==> src/rtl/irq_ctrl_pkg.sv <==
package irq_ctrl_pkg;

    typedef enum logic [2:0] {
        SEL_STATUS    = 3'd0,
        SEL_STAT_EN   = 3'd1,
        SEL_SIG_EN    = 3'd2,
        SEL_FORCE     = 3'd3,
        SEL_CARD_MASK = 3'd4
    } reg_sel_e;

    typedef enum logic {
        CK_IDLE = 1'b0,
        CK_EVAL = 1'b1
    } ck_state_e;

endpackage

==> src/rtl/irq_mask_regs.sv <==
module irq_mask_regs
    import irq_ctrl_pkg::*;
#(
    parameter int W = 32
) (
    input  logic         clk,
    input  logic         rst_n,
    input  logic         wr_en,
    input  logic [2:0]   wr_sel,
    input  logic [W-1:0] wr_data,
    output logic [W-1:0] stat_en,
    output logic [W-1:0] sig_en,
    output logic [W-1:0] card_mask
);

    localparam int NREG = 3;

    logic [NREG-1:0][W-1:0] regs_q;
    logic [NREG-1:0][2:0]   reg_code;

    assign reg_code[0] = SEL_STAT_EN;
    assign reg_code[1] = SEL_SIG_EN;
    assign reg_code[2] = SEL_CARD_MASK;

    // one register per writable mask, each decoded from its select
    for (genvar g = 0; g < NREG; g++) begin : g_mask
        always_ff @(posedge clk or negedge rst_n) begin
            if (!rst_n) begin
                regs_q[g] <= '0;
            end else if (wr_en && (wr_sel == reg_code[g])) begin
                regs_q[g] <= wr_data;
            end
        end
    end

    assign stat_en   = regs_q[0];
    assign sig_en    = regs_q[1];
    assign card_mask = regs_q[2];

endmodule

==> src/rtl/irq_card_check.sv <==
module irq_card_check
    import irq_ctrl_pkg::*;
#(
    parameter int W = 32
) (
    input  logic         clk,
    input  logic         rst_n,
    input  logic         rsp_valid,
    input  logic         rsp_chk_en,
    input  logic [W-1:0] rsp_word,
    input  logic [W-1:0] card_mask,
    output logic         cerr_evt
);

    ck_state_e state_q, state_d;
    logic      hit_q;
    logic      strobe;

    assign strobe = rsp_valid && rsp_chk_en;

    // state register
    always_ff @(posedge clk or negedge rst_n) begin
        if (!rst_n) begin
            state_q <= CK_IDLE;
            hit_q   <= 1'b0;
        end else begin
            state_q <= state_d;
            if (strobe) begin
                hit_q <= |(rsp_word & card_mask);
            end
        end
    end

    // next state
    always_comb begin
        state_d = state_q;
        unique case (state_q)
            CK_IDLE: if (strobe) state_d = CK_EVAL;
            CK_EVAL: state_d = strobe ? CK_EVAL : CK_IDLE;
        endcase
    end

    // outputs
    always_comb begin
        cerr_evt = 1'b0;
        unique case (state_q)
            CK_IDLE: cerr_evt = 1'b0;
            CK_EVAL: cerr_evt = hit_q;
        endcase
    end

    // evaluation only follows a flagged response strobe
    a_r8_eval_needs_strobe: assert property (@(posedge clk) disable iff (!rst_n)
        (state_q == CK_EVAL) |-> $past(rsp_valid && rsp_chk_en));

    a_r7_evt_only_in_eval: assert property (@(posedge clk) disable iff (!rst_n)
        cerr_evt |-> (state_q == CK_EVAL));

endmodule

==> src/rtl/irq_status_core.sv <==
module irq_status_core #(
    parameter int W        = 32,
    parameter int NORM_W   = 16,
    parameter int CERR_IDX = 28
) (
    input  logic         clk,
    input  logic         rst_n,
    input  logic [W-1:0] evt_i,
    input  logic         cerr_evt,
    input  logic         force_wr,
    input  logic         clr_wr,
    input  logic [W-1:0] wr_data,
    input  logic [W-1:0] stat_en,
    output logic [W-1:0] status
);

    localparam int          ERR_W    = W - NORM_W;
    localparam logic [W-1:0] ERR_MASK = {{ERR_W{1'b1}}, {NORM_W{1'b0}}};

    logic [W-1:0] cerr_vec;
    logic [W-1:0] force_vec;
    logic [W-1:0] set_vec;
    logic [W-1:0] clr_vec;
    logic [W-1:0] status_q;

    always_comb begin
        cerr_vec           = '0;
        cerr_vec[CERR_IDX] = cerr_evt;
    end

    // force only reaches the error half
    assign force_vec = force_wr ? (wr_data & ERR_MASK) : '0;
    // every source gated by the status-enable mask
    assign set_vec   = (evt_i | cerr_vec | force_vec) & stat_en;
    assign clr_vec   = clr_wr ? wr_data : '0;

    // write-one-to-clear, set dominates
    for (genvar b = 0; b < W; b++) begin : g_bit
        always_ff @(posedge clk or negedge rst_n) begin
            if (!rst_n) begin
                status_q[b] <= 1'b0;
            end else if (set_vec[b]) begin
                status_q[b] <= 1'b1;
            end else if (clr_vec[b]) begin
                status_q[b] <= 1'b0;
            end
        end
    end

    assign status = status_q;

    a_r2_set_needs_enable: assert property (@(posedge clk) disable iff (!rst_n)
        ((status_q & ~$past(status_q) & ~$past(stat_en)) == '0));

    a_r3_clear_takes_effect: assert property (@(posedge clk) disable iff (!rst_n)
        ((status_q & $past(clr_vec & ~set_vec)) == '0));

    a_r4_set_wins: assert property (@(posedge clk) disable iff (!rst_n)
        ((status_q & $past(set_vec)) == $past(set_vec)));

    a_r6_low_half_needs_event: assert property (@(posedge clk) disable iff (!rst_n)
        ((status_q[NORM_W-1:0] & ~$past(status_q[NORM_W-1:0])
          & ~$past(evt_i[NORM_W-1:0])) == '0));

endmodule

==> src/rtl/irq_line_gen.sv <==
module irq_line_gen #(
    parameter int W = 32
) (
    input  logic         clk,
    input  logic         rst_n,
    input  logic [W-1:0] status,
    input  logic [W-1:0] sig_en,
    output logic         irq_o
);

    logic irq_q;

    // registered OR of enabled pending bits
    always_ff @(posedge clk or negedge rst_n) begin
        if (!rst_n) begin
            irq_q <= 1'b0;
        end else begin
            irq_q <= |(status & sig_en);
        end
    end

    assign irq_o = irq_q;

    a_r5_irq_has_source: assert property (@(posedge clk) disable iff (!rst_n)
        irq_o |-> $past(|status));

    a_r5_no_enable_no_irq: assert property (@(posedge clk) disable iff (!rst_n)
        ($past(sig_en) == '0) |-> !irq_o);

endmodule

==> src/rtl/irq_status_ctrl.sv <==
module irq_status_ctrl
    import irq_ctrl_pkg::*;
#(
    parameter int W        = 32,
    parameter int NORM_W   = 16,
    parameter int CERR_IDX = 28
) (
    input  logic         clk,
    input  logic         rst_n,
    input  logic [W-1:0] evt_i,
    input  logic         wr_en,
    input  logic [2:0]   wr_sel,
    input  logic [W-1:0] wr_data,
    input  logic [2:0]   rd_sel,
    output logic [W-1:0] rd_data,
    input  logic         rsp_valid,
    input  logic         rsp_chk_en,
    input  logic [W-1:0] rsp_word,
    output logic         irq_o
);

    logic [W-1:0] stat_en;
    logic [W-1:0] sig_en;
    logic [W-1:0] card_mask;
    logic [W-1:0] status;
    logic         cerr_evt;
    logic         force_wr;
    logic         clr_wr;

    assign force_wr = wr_en && (wr_sel == SEL_FORCE);
    assign clr_wr   = wr_en && (wr_sel == SEL_STATUS);

    irq_mask_regs #(.W(W)) i_masks (
        .clk       (clk),
        .rst_n     (rst_n),
        .wr_en     (wr_en),
        .wr_sel    (wr_sel),
        .wr_data   (wr_data),
        .stat_en   (stat_en),
        .sig_en    (sig_en),
        .card_mask (card_mask)
    );

    irq_card_check #(.W(W)) i_check (
        .clk        (clk),
        .rst_n      (rst_n),
        .rsp_valid  (rsp_valid),
        .rsp_chk_en (rsp_chk_en),
        .rsp_word   (rsp_word),
        .card_mask  (card_mask),
        .cerr_evt   (cerr_evt)
    );

    irq_status_core #(.W(W), .NORM_W(NORM_W), .CERR_IDX(CERR_IDX)) i_core (
        .clk      (clk),
        .rst_n    (rst_n),
        .evt_i    (evt_i),
        .cerr_evt (cerr_evt),
        .force_wr (force_wr),
        .clr_wr   (clr_wr),
        .wr_data  (wr_data),
        .stat_en  (stat_en),
        .status   (status)
    );

    irq_line_gen #(.W(W)) i_line (
        .clk    (clk),
        .rst_n  (rst_n),
        .status (status),
        .sig_en (sig_en),
        .irq_o  (irq_o)
    );

    // read mux; force select has no storage behind it
    always_comb begin
        rd_data = '0;
        unique case (rd_sel)
            SEL_STATUS:    rd_data = status;
            SEL_STAT_EN:   rd_data = stat_en;
            SEL_SIG_EN:    rd_data = sig_en;
            SEL_CARD_MASK: rd_data = card_mask;
            default:       rd_data = '0;
        endcase
    end

    a_r1_reset_quiet: assert property (@(posedge clk) disable iff (!rst_n)
        $past(!rst_n) |-> !irq_o);

endmodule

==> config.mk <==
export PLATFORM = sky130hd
export DESIGN_NAME = irq_status_ctrl
export DESIGN_NICKNAME = d
export VERILOG_FILES = /design/src/rtl/irq_ctrl_pkg.sv /design/src/rtl/irq_mask_regs.sv /design/src/rtl/irq_card_check.sv /design/src/rtl/irq_status_core.sv /design/src/rtl/irq_line_gen.sv /design/src/rtl/irq_status_ctrl.sv
export SDC_FILE = /design/constraint.sdc
export NUM_CORES = 1
export LEC_CHECK = 0
export BUFFER_PORTS_ARGS = -buffer_cell sky130_fd_sc_hd__buf_2
export CAP_MARGIN = 20
export CORE_UTILIZATION = 36
export CTS_CLUSTER_SIZE = 12
export DETAILED_ROUTE_END_ITERATION = 16
export PLACE_DENSITY_LB_ADDON = 0.05
export SLEW_MARGIN = 20
export SYNTH_ARGS = -nofsm -noshare
export SYNTH_HDL_FRONTEND = slang
export SYNTH_SLANG_ARGS = --single-unit
==> constraint.sdc <==
create_clock -name clk -period 2.4 [get_ports clk]
set_input_delay 0.48 -clock clk [delete_from_list [all_inputs] [get_ports clk]]
set_output_delay 0.48 -clock clk [all_outputs]
set_load 0.005 [all_outputs]
; ---- Yosys cells after proc, flatten, opt, wreduce, memory -nomap -nowiden
; Cells that the tools add are included.
[word_totals]
out_inout_bits = 33
ff_bits = 131
[classes]
bitwise = 6
n_eq_ne = 7
n_reduce_logical = 42
n_mux = 69
[op_table]
columns = operator, n
row1 = 32-bit one-hot mux with 4 select lines, 1
row2 = 32-bit AND, 3
row3 = 1-bit 2-to-1 mux, 65
row4 = 32-bit 2-to-1 mux, 2
row5 = 2-bit nonzero test, 32
row6 = 32-bit OR reduction, 2
row7 = 32-bit by 29-bit bitwise OR with 32-bit output, 1
row8 = 32-bit bitwise OR, 1
row9 = "3-bit by 2-bit == test with 1-bit output, second input constant", 3
row10 = "3-bit by 1-bit == test with 1-bit output, second input constant", 2
row11 = "3-bit == test, second input constant", 2
row12 = 1-bit logical AND, 6
row13 = 3-bit zero test, 2
row14 = 1-bit one-hot mux with 2 select lines, 1
row15 = 1-bit inverter, 1

; ---- Logic depth before layout (Yosys ltp)
[logic_depth]
word_depth = 6
mapped_depth = 5
ltp_nobuf = 4

; ---- By module
; From an unflattened synthesis, not the netlist that was laid out.
[unflattened]
hier_cells = 534
area_unflattened_um2 = 7355.8
[by_module_without_submodules]
columns = module, n_inst, area_per_inst_um2, cells_each
row1 = irq_mask_regs, 1, 3837.4, 207
row2 = irq_status_ctrl, 1, 1731.7, 159
row3 = irq_status_core, 1, 1366.3, 117
row4 = irq_card_check, 1, 237.7, 29
row5 = irq_line_gen, 1, 182.7, 22

; ---- Worst setup path before layout
; OpenSTA, ideal clock, no wires.
[synth_path]
kind = input-to-output
startpoint = input rd_sel[1]
endpoint = output rd_data[10]
required_ns = 1.920
arrival_time_ns = 1.334
path_buffers = 1
setup_slack_ns = 0.586
path_stages = 4
path_cell_list = nor3_1 -> clkbuf_1 -> a22oi_1 -> nand2_1
[synth_between]
elab_chain_len = 2
word_cells_on_any_way = 5
classes_between = eq/ne (3) / mux (1) / reduce/logical (1)
[synth_lines]
columns = item, line
row1 = "start, declared", irq_status_ctrl.sv:14  ; input logic [2:0] rd_sel,
row2 = "3-bit == test, or another cell as far along", irq_status_ctrl.sv:77  ; unique case (rd_sel)
row3 = 32-bit one-hot mux with 4 select lines *, irq_status_ctrl.sv:77
row4 = "end, declared", irq_status_ctrl.sv:15  ; output logic [W-1:0] rd_data,
; Every way passes the cells marked *; elsewhere a longest branch is shown, timed or not.

; ---- Worst setup path after layout
[layout_path]
startpoint = input rd_sel[1]
endpoint = output rd_data[16]
; Same word-level chain as after synthesis.

==> results.toml <==
[clocking]
htreeDepth = 4
cts_root_buf = "clkbuf_16"
clk_latency_ns = 0.42
cts_sinks = 131
cts_setup_buffers = 0
clockBufferDepth = 2
cts_resized = 0
cts_tree = "built"
cts_inserted_buffers = 17
path_clk_slew_ns = 0.05
holdBufCountCts = 1

[global_routing]
grt_max_degree = 54
overflow = 0
use_met2_pct = 34.9
grt_pass1_wl_um = 30200
grt_use_met3_pct = 6.52
use_met1_pct = 32.9
antenna_found_initial = 0
grt_pass1_vias = 5032
grt_usage_pct = 23.4
grt.busiest_layer = "met2"

[worst_hold_path]
hold_path_depth = 2
hp-class = "input pin to flop"

[detailed_routing]
num_vias = 4738
firstDrtPassIters = 5
ant_nets = 0
first_iter_violations = 210
wl_um = 19200
drc = 0
routedWlPerCell_um = 22.2
via_per_inst = 5.48

[flow_run]
maxCapViolations = 0

[floorplanning]
die_area_um2 = 17300
io_pins = 140
fp-row-count = 47
die_x_um = 132
core_area_um2 = 16500
start_util_pct = 36.6
die_h_um = 132

[setup_path]
worstSetupStartpointType = "input pin"
critical_path_class = "input pin to output pin"
endpoint_kind = "output pin"
critPathArrivalTime_ns = 1.52
cp.required_ns = 1.92
cp_max_fo = 32
r2r_cells = 3

[timing]
hold_viol = 0
setup_viol = 0
max-slew-margin-rel_pct = 67.6
tightestPinTransition_ns = 0.486
max_freq_mhz = 500
min_period_over_period_pct = 83.4
rsz0062_at_grt = "no"
min_period_ns = 2.00
fin_tns_setup_ns = 0
skew_ns = 0.00498
slew_violations = 0

[synth]
ys_ff_latch = 131
ys_seq_area_share_pct = 54.1
synth_nets = 594
synth.avg_cell_area_um2 = 12.4
syn_inst = 487
yosysUniqueCellTypes = 26
syn_area_um2 = 6050
yosys_warnings = 0

[status]
run_status = "finished clean"

[layout]
syn_to_final_growth_pct = 27.3
instances_no_fill = 865
regArea_um2 = 3280
finalNetCount = 739
fillers = 1546
layout-drive-gt1-share_pct = 43.2
multi_input_area_um2 = 2680

[place]
io_buffers = 139
place_inst = 832
gp_congestion = 0.791
dp_hpwl_um = 12900

[power]
powerDensity_nw_per_um2 = 855
p_leak_uw = 0.00355
ir_worst_vdd_mv = 0.624
## report_power, final
group / internal, µW / leakage (µW) / switching, µW
clock: 1580 / 0.000283 / 915
sequential: 2640 / 0.00148 / 405
combinational: 592 / 0.00178 / 459
## layout make-up
type,count,share of cell area (%)
clock buffers,27,6.79
clock inverters,4,0.584
multi-input cells,331,34.8
repair buffers,151,11.7
flip-flops and latches,131,42.5
well taps,220,3.57
diodes,1,0.0325
## flip-flops by register name, indices dropped and copies added (netlist names)
register and count:
i_check.state_q 1, i_masks.stat_en 32, i_check.hit_q 1, i_core.status 32
i_line.irq_o 1, i_masks.sig_en 32, i_masks.card_mask 32
## synthesized netlist by cell type, drive strengths merged
library cell,number,area [µm²]
dfrtp,131,3280
mux2,96,1080
a22oi,94,706
nand2,67,251
a22o,32,280
buf,17,108
a21o,15,113
clkbuf,8,30.0
nand4,6,37.5
nor2,4,25.0
nor3,4,30.0
nor3b,4,45.1
nand2b,2,20.0
nand3,2,10.0
a221o,1,10.0
a222oi,1,10.0
a31oi,1,6.26
and2,1,6.26
or4,1,7.51
## layer usage
layer,wire (µm),vias to the layer above
met5,0,-
met4,301,0
met3,1330,17
met2,8690,161
met1,8890,2399
li1,-,2161
## logic make-up (layout without fill, tap and decap cells)
kind of cell / Yosys count / after routing / share of synthesized area, %
AOI/OAI and AO/OA: 144 / 144 / 18.6
DFF: 131 / 131 / 54.1
and+or+nand+nor: 91 / 91 / 7.15
other: 0 / 1 / 0
buffers and inverters: 25 / 182 / 2.27
muxes: 96 / 96 / 17.9
## critical path: stages
cell     delay [ns]
buf_2          0.16
nor3b_2        0.26
buf_12         0.25
a22oi_1        0.12
nand2_1        0.11
buf_2          0.12
## through the flow
step	total power (µW)	cell area (µm²)	hold WS (ns)	worst slack [ns]	utilization, %
2_1_floorplan	3560	6050	0.184	0.586	-
3_3_place_gp	4110	7130	0.437	0.398	43.1
3_5_place_dp	4140	7130	0.439	0.402	43.1
4_1_cts	6650	7700	0.272	0.385	46.6
5_1_grt	6920	7700	0.274	0.325	46.6
6_report	6590	7710	0.290	0.399	46.6
## final timing paths
path | from | end | slack, ns
worst max-delay path | rd_sel[1] | rd_data[16] | 0.40
worst min-delay path | evt_i[15] | i_core.status[15] | 0.29
worst max register to register | i_core.status[23] | i_line.irq_o | 0.87
worst min register to register | i_masks.stat_en[1] | i_core.status[1] | 0.52
max in group asynchronous | rst_n | i_core.status[20] | 1.22
min in group asynchronous | rst_n | i_masks.stat_en[25] | 0.54
## placed cells by master, fill, tap and decap left out, types with 2 or more instances in the layout
cell,instances
buf_2,138
dfrtp_1,131
a22oi_1,94
mux2_2,91
nand2_1,67
a22o_1,32
clkbuf_16,17
a21o_1,15
buf_12,9
nand4_1,6
clkbuf_8,6
mux2_1,5
clkbuf_1,4
nor3b_4,3
clkinv_2,3
buf_4,3
nor3_4,2
nand3_1,2
nor2_1,2
No activity file was read; power rests on OpenSTA's default activity.
